===== config.mk =====
export PLATFORM = sky130hd
export DESIGN_NAME = frame_assembler
export DESIGN_NICKNAME = d
export VERILOG_FILES = /design/src/rtl/frame_pkg.sv /design/src/rtl/frame_mode_select.sv /design/src/rtl/frame_header_gen.sv /design/src/rtl/frame_field_mux.sv /design/src/rtl/frame_assembler.sv
export SDC_FILE = /design/constraint.sdc
export NUM_CORES = 1
export LEC_CHECK = 0
export CORE_MARGIN = 2
export CORE_UTILIZATION = 28
export CTS_CLUSTER_SIZE = 12
export DETAILED_ROUTE_END_ITERATION = 7
export DONT_BUFFER_PORTS = 1
export GPL_ROUTABILITY_DRIVEN = 0
export GPL_TIMING_DRIVEN = 0
export SYNTH_ARGS = -nofsm -noshare
export SYNTH_HDL_FRONTEND = slang
export SYNTH_SLANG_ARGS = --single-unit

===== constraint.sdc =====
create_clock -name clk -period 5.5 [get_ports clk]
set_clock_uncertainty 0.2 [all_clocks]
set_input_delay 0.825 -clock clk [delete_from_list [all_inputs] [get_ports clk]]
set_output_delay 0.825 -clock clk [all_outputs]
set_load 0.05 [all_outputs]

===== src/rtl/frame_pkg.sv =====
package frame_pkg;

  typedef enum logic [1:0] {
    MODE_PROT = 2'b00,
    MODE_WIDE = 2'b01,
    MODE_LINE = 2'b10,
    MODE_RSVD = 2'b11
  } frame_mode_e;

  localparam int HDR_W  = 4;
  localparam int CTRL_W = 2;

  // Both header patterns hold two ones and two zeros (DC balanced).
  localparam logic [HDR_W-1:0] HDR_DATA = 4'b0101;
  localparam logic [HDR_W-1:0] HDR_IDLE = 4'b0110;

endpackage


===== src/rtl/frame_mode_select.sv =====
module frame_mode_select
  import frame_pkg::*;
(
  input  logic        dir_up,
  input  logic [1:0]  mode_sel,
  output frame_mode_e eff_mode
);

  always_comb begin
    eff_mode = MODE_PROT;
    if (dir_up) begin
      case (mode_sel)
        2'b01:   eff_mode = MODE_WIDE;
        2'b10:   eff_mode = MODE_LINE;
        default: eff_mode = MODE_PROT;
      endcase
    end
  end

endmodule


===== src/rtl/frame_header_gen.sv =====
module frame_header_gen
  import frame_pkg::*;
(
  input  logic             data_valid,
  output logic [HDR_W-1:0] header
);

  always_comb begin
    header = data_valid ? HDR_DATA : HDR_IDLE;
  end

endmodule


===== src/rtl/frame_field_mux.sv =====
module frame_field_mux
  import frame_pkg::*;
#(
  parameter int DATA_W = 80,
  parameter int SLOT_W = 32,
  parameter int GRP_W  = 10
) (
  input  frame_mode_e               eff_mode,
  input  logic [HDR_W-1:0]          header,
  input  logic [CTRL_W-1:0]         ic_bits,
  input  logic [CTRL_W-1:0]         ec_bits,
  input  logic [DATA_W+SLOT_W-1:0]  user_data,
  input  logic [SLOT_W-1:0]         check_bits,
  input  logic [HDR_W+2*CTRL_W+DATA_W+SLOT_W-1:0] code_groups,
  output logic [HDR_W+2*CTRL_W+DATA_W+SLOT_W-1:0] frame_nxt
);

  localparam int FRAME_W = HDR_W + 2*CTRL_W + DATA_W + SLOT_W;
  localparam int NGRP    = FRAME_W / GRP_W;

  logic [FRAME_W-1:0] line_frame;
  logic [SLOT_W-1:0]  tail_slot;

  // Line-coded groups, group 0 at the most significant end.
  for (genvar k = 0; k < NGRP; k++) begin : g_grp
    assign line_frame[FRAME_W-1-k*GRP_W -: GRP_W] =
           code_groups[FRAME_W-1-k*GRP_W -: GRP_W];
  end
  if (NGRP*GRP_W < FRAME_W) begin : g_pad
    assign line_frame[FRAME_W-NGRP*GRP_W-1:0] = '0;
  end

  // Wide mode reuses the check slot for the top user bits.
  always_comb begin
    tail_slot = (eff_mode == MODE_WIDE) ? user_data[DATA_W +: SLOT_W]
                                        : check_bits;
  end

  always_comb begin
    if (eff_mode == MODE_LINE) begin
      frame_nxt = line_frame;
    end else begin
      frame_nxt = {header, ic_bits, ec_bits, user_data[DATA_W-1:0], tail_slot};
    end
  end

endmodule


===== src/rtl/frame_assembler.sv =====
module frame_assembler
  import frame_pkg::*;
#(
  parameter int DATA_W = 80,
  parameter int SLOT_W = 32,
  parameter int GRP_W  = 10
) (
  input  logic         clk,
  input  logic         rst_n,
  input  logic         frame_en,
  input  logic         dir_up,
  input  logic [1:0]   mode_sel,
  input  logic         data_valid,
  input  logic [1:0]   ic_bits,
  input  logic [1:0]   ec_bits,
  input  logic [111:0] user_data,
  input  logic [31:0]  check_bits,
  input  logic [119:0] code_groups,
  output logic [119:0] frame_out,
  output logic [1:0]   frame_mode_out
);

  localparam int FRAME_W = HDR_W + 2*CTRL_W + DATA_W + SLOT_W;
  localparam logic [FRAME_W-1:0] FRAME_RST = {HDR_IDLE, {(FRAME_W-HDR_W){1'b0}}};

  // Reset synchroniser: asserted asynchronously, released on clk.
  logic [1:0] rst_pipe;
  logic       rst_sync_n;

  always_ff @(posedge clk or negedge rst_n) begin
    if (!rst_n) rst_pipe <= 2'b00;
    else        rst_pipe <= {rst_pipe[0], 1'b1};
  end
  assign rst_sync_n = rst_pipe[1];

  frame_mode_e        eff_mode;
  logic [HDR_W-1:0]   header;
  logic [FRAME_W-1:0] frame_nxt;

  frame_mode_select u_mode (
    .dir_up   (dir_up),
    .mode_sel (mode_sel),
    .eff_mode (eff_mode)
  );

  frame_header_gen u_hdr (
    .data_valid (data_valid),
    .header     (header)
  );

  frame_field_mux #(
    .DATA_W (DATA_W),
    .SLOT_W (SLOT_W),
    .GRP_W  (GRP_W)
  ) u_mux (
    .eff_mode    (eff_mode),
    .header      (header),
    .ic_bits     (ic_bits),
    .ec_bits     (ec_bits),
    .user_data   (user_data),
    .check_bits  (check_bits),
    .code_groups (code_groups),
    .frame_nxt   (frame_nxt)
  );

  // Next-state: capture only on the frame strobe.
  logic [FRAME_W-1:0] frame_d, frame_q;
  frame_mode_e        mode_d, mode_q;

  always_comb begin
    frame_d = frame_q;
    mode_d  = mode_q;
    if (frame_en) begin
      frame_d = frame_nxt;
      mode_d  = eff_mode;
    end
  end

  always_ff @(posedge clk or negedge rst_sync_n) begin
    if (!rst_sync_n) begin
      frame_q <= FRAME_RST;
      mode_q  <= MODE_PROT;
    end else begin
      frame_q <= frame_d;
      mode_q  <= mode_d;
    end
  end

  assign frame_out      = frame_q;
  assign frame_mode_out = mode_q;

endmodule


Yosys cells after proc, flatten, opt, wreduce, memory -nomap -nowiden

Cells that the tools add are included.

Equal/unequal tests: 4
Multiplexer cells: 5

Operators with widths:

| cell                                                             | count |
|---|---|
| 120-bit 2-to-1 mux                                               | 1 |
| 32-bit 2-to-1 mux                                                | 1 |
| 2-bit by 1-bit == test with 1-bit output (second input constant) | 2 |
| 2-bit == test (second input constant)                            | 2 |
| 2-bit 2-to-1 mux                                                 | 2 |
| 2-bit case mux with 2 select lines                               | 1 |

Output and inout port bits: 122
Register bits: 124
Input bits: 275

Depth between registers and ports, before layout

Word-level depth: 6
Depth in mapped cells: 7
Gate-level depth less buffers: 3

By module

A second synthesis with hierarchy kept.

Cells, all modules: 475
Area total of the unflattened synthesis: 7163.1 um^2

By module, submodules not included:

| module            | area an instance (um^2) | cells each | instances |
|---|---|---|---|
| frame_assembler   | 4919.7                  | 261        | 1 |
| frame_field_mux   | 2192.1                  | 206        | 1 |
| frame_header_gen  | 33.8                    | 6          | 1 |
| frame_mode_select | 17.5                    | 2          | 1 |

Worst setup path after synthesis

Ideal clock, no wire load.

Kind: in2reg
Start point: in dir_up
End point: reg frame_q[100], in the netlist frame_out[100]
Path slack: 3437 ps
Data arrival time: 1726 ps
Setup time: 137 ps
Stages on the path: 7
Data required time: 5163 ps
Cell sequence: buf_2 -> nand3b_1 -> buf_4 -> buf_6 -> buf_8 -> mux2i_1 -> a21oi_1

Cells in the longest elaborated chain, start to end: 3

RTL lines:

| item                 | line                    | source |
|---|---|---|
| from (decl)          | frame_assembler.sv:11   | `input logic dir_up,` |
| 2-bit 2-to-1 mux     | frame_mode_select.sv:11 | `if (dir_up) begin` |
| 2-bit == test        | frame_field_mux.sv:40   | `if (eff_mode == MODE_LINE) begin` |
| 120-bit 2-to-1 mux   | frame_field_mux.sv:40   |  |
| to (signal assigned) | frame_assembler.sv:84   | `frame_q <= frame_d;` |
| to (decl)            | frame_assembler.sv:67   | `logic [FRAME_W-1:0] frame_d, frame_q;` |

No other way between the ends.
A chain may end at the register's enable or synchronous reset.

Worst setup path after layout

Start point: in frame_en
End point: reg frame_q[41], in the netlist frame_out[41]

RTL lines:

| item        | line                  | source |
|---|---|---|
| from (decl) | frame_assembler.sv:10 | `input logic frame_en,` |

No word-level cell between the ends.

==> reports/results.ini <==
[power]
p_int_uw=1890
power_density_mw_per_mm2=397
p_sw_frac=0.358
power.total_uw=2940
pwr-share-seq=0.487
clkPwrFrac=0.421
leakage_uw=0.00340
pwr-share-comb=0.092
ir_drop_mv=0.183
switchingPower_uw=1050

[synth]
synthTopCellsByArea=dfrtp_1, mux2i_1, a21oi_1
synth_edf_count=0
synth.cell_area_mm2=0.00637
synthFlopType=dfrtp_1
syn_inst=647
synth_top_cell_by_area=dfrtp_1
yosys_warnings=0
synthArstFlopShare=1.00
synth_seq_cells=124
yosysSeqAreaShare=0.488
syn_nets=922
synthDistinctLibCells=19
avgSynthCellArea_um2=9.84
synth_top_area_share=0.479

[routing]
antenna_left=0
dr.pass1.iters=4
wl_per_cell_um=22.6
routed_wirelength_um=21800
vias=5148
routed_via_density=5.32
drtIter0Drc=312
drc_errors=0

[global_route]
antenna_found_initial=2
grt_pass1_vias=5259
grt_pass1_wl_um=31600
grt_overflow=0
grt_start_max_net_pins=69
track_usage=0.176

[worst_hold_path]
min-delay-start=rst_pipe[0]
hold_path.class=flip-flop to flip-flop
hold_path_depth=0
min_to=rst_pipe[1]

[sta]
worst_slew_pin_slew_ns=0.919
report.final.slew_viol_count=0
period_needed_ns=2.56
hold_viol=0
min_period_over_period=0.466
setup_viol=0
rsz0062_at_grt=no
relSlewSlack=0.387
clock.fmax_ghz=0.390

[cells_and_area]
fin_nets=943
drive_gt1_frac=0.0866
finalInstanceArea_mm2=0.00741
final_cell_count_no_fill=968
area_growth_pct=16.3

[setup_path]
r2r_cells=1
critPathKind=input port to flip-flop
reg2reg_to=frame_out[118]
crit_required_ns=5.54
r2r_setup_slack_ns=4.01
r2r_start=rst_pipe[1]
cp_max_fo=10
start_kind=input port
worst_setup_path_end_kind=flip-flop
critPathArrivalTime_ns=2.60

[placement]
port_buffers=0
post_dp_cell_area_mm2=0.00676
dp_hpwl_um=16600
dp.cells=933

[die]
die_area_mm2=0.0240
rows=55
io_pins=397
die_w_um=155
initial_core_util=0.283
die_y_um=155
coreArea_mm2=0.0225

[clocking]
cts-buffers-inserted=17
cts_tree=built
cts_resized=0
cts.clk_slew.worst_paths_ns=0.07
htreeDepth=4
insertion_delay_ns=0.41
numClockSinks=124
clockBufferDepth=2
root_buffer=clkbuf_16

[run]
cap_violations=0

[status]
status=finished, final reports clean

-- Yosys cell counts, types with 2 or more instances --
| library cell | number |
|---|---|
| dfrtp_1 | 122 |
| mux2i_1 | 88 |
| nor2_1 | 88 |
| a21oi_1 | 87 |
| inv_1 | 36 |
| clkbuf_1 | 34 |
| o21a_1 | 33 |
| o22ai_1 | 33 |
| nor2b_1 | 32 |
| nor3b_1 | 32 |
| o221ai_1 | 32 |
| buf_2 | 14 |
| buf_4 | 8 |
| dfstp_2 | 2 |
| nand3b_1 | 2 |
-- per-stage QoR --
stage          TNS, ns   util  setup slack (ns)  hold WS [ns]
2_1_floorplan        0      -              1.59         0.131
3_3_place_gp     -5.52  0.299           -0.0640         0.135
3_5_place_dp         0  0.300              2.33         0.142
4_1_cts              0  0.329              2.79         0.158
5_1_grt              0  0.329              2.77         0.180
6_report             0  0.329              2.94         0.153
-- final cells by class --
| class | instances | area (um2) |
|---|---|---|
| Antenna cell | 2 | 5.00 |
| Buffer | 58 | 284 |
| Clock buffer | 18 | 429 |
| Clock inverter | 14 | 208 |
| Fill cell | 2390 | 15100 |
| Inverter | 36 | 135 |
| Multi-Input combinational cell | 429 | 2840 |
| Sequential cell | 124 | 3110 |
| Tap cell | 285 | 357 |
| Timing Repair Buffer | 2 | 37.5 |
-- critical path, cell delays in order --
cell	delay [ns]
buf_2	0.22
clkbuf_1	0.63
clkbuf_1	0.76
a21oi_1	0.15
-- routing by layer --
metal,wire (um),part of all wire,up-vias,global-route usage
met5,0,0,-,0
met1,8570,0.39,2515,0.205
met4,731,0.033,0,0.0842
met3,1770,0.081,35,0.0549
li1,-,-,2326,-
met2,10800,0.49,272,0.296
-- power groups by stage --
stage                     Combinational (uW)  Sequential [uW]  Clock (uW)
after global routing                     305             1440        1320
after floorplan                          202             1420           0
final                                    271             1430        1240
after CTS                                275             1430        1270
after detailed placement                 275             1450           0
after global placement                   255             1460           0
-- sequential cells by signal, summed over array words and instances (netlist names) --
register        cells
frame_mode_out      2
rst_pipe            2
frame_out         120
-- placed cells by master (no fill, tap or decap), drive strengths merged --
cell         synthesis  routed
nor2                88      88
nand3b               2       2
conb                 1       1
o22ai               33      33
a21oi               87      87
nor3b               32      32
nor2b               32      32
bufinv               0       4
inv                 36      42
buf                 24      25
o21a                33      33
clkinv               0       2
clkinvlp             0       2
clkbuf              34      52
o221ai              32      32
dfstp                2       2
mux2i               88      88
diode                0       2
dfrtp              122     122
dlygate4sd3          0       1
nand2                1       1
-- worst max path at each step --
stage | from | to | slack, ns
after floorplan | rst_pipe[1] | frame_mode_out[0] | 1.59
after global placement | rst_pipe[1] | frame_out[33] | -0.06
after detailed placement | frame_en | frame_out[36] | 2.33
after CTS | frame_en | frame_out[41] | 2.79
after global routing | frame_en | frame_out[38] | 2.77
final | frame_en | frame_out[41] | 2.94
-- kinds of logic (layout without fill, tap and decap cells) --
| group | count (synthesis) | in the layout | synth area share |
|---|---|---|---|
| mux | 88 | 88 | 0.138 |
| compound gates | 185 | 185 | 0.184 |
| flops | 124 | 124 | 0.488 |
| buf+inv | 94 | 128 | 0.0658 |
| other cells | 1 | 3 | 0.000589 |
| simple gates | 155 | 155 | 0.124 |
-- what timing repair did --
item | in CTS | in global routing
hold buffers | 1 | 0
buffers inserted | 0 | 0
endpoints found under the setup margin | 0 | 0
endpoints found under the hold margin | 2 | 0
Note: power is estimated with default switching activity, not from simulation.
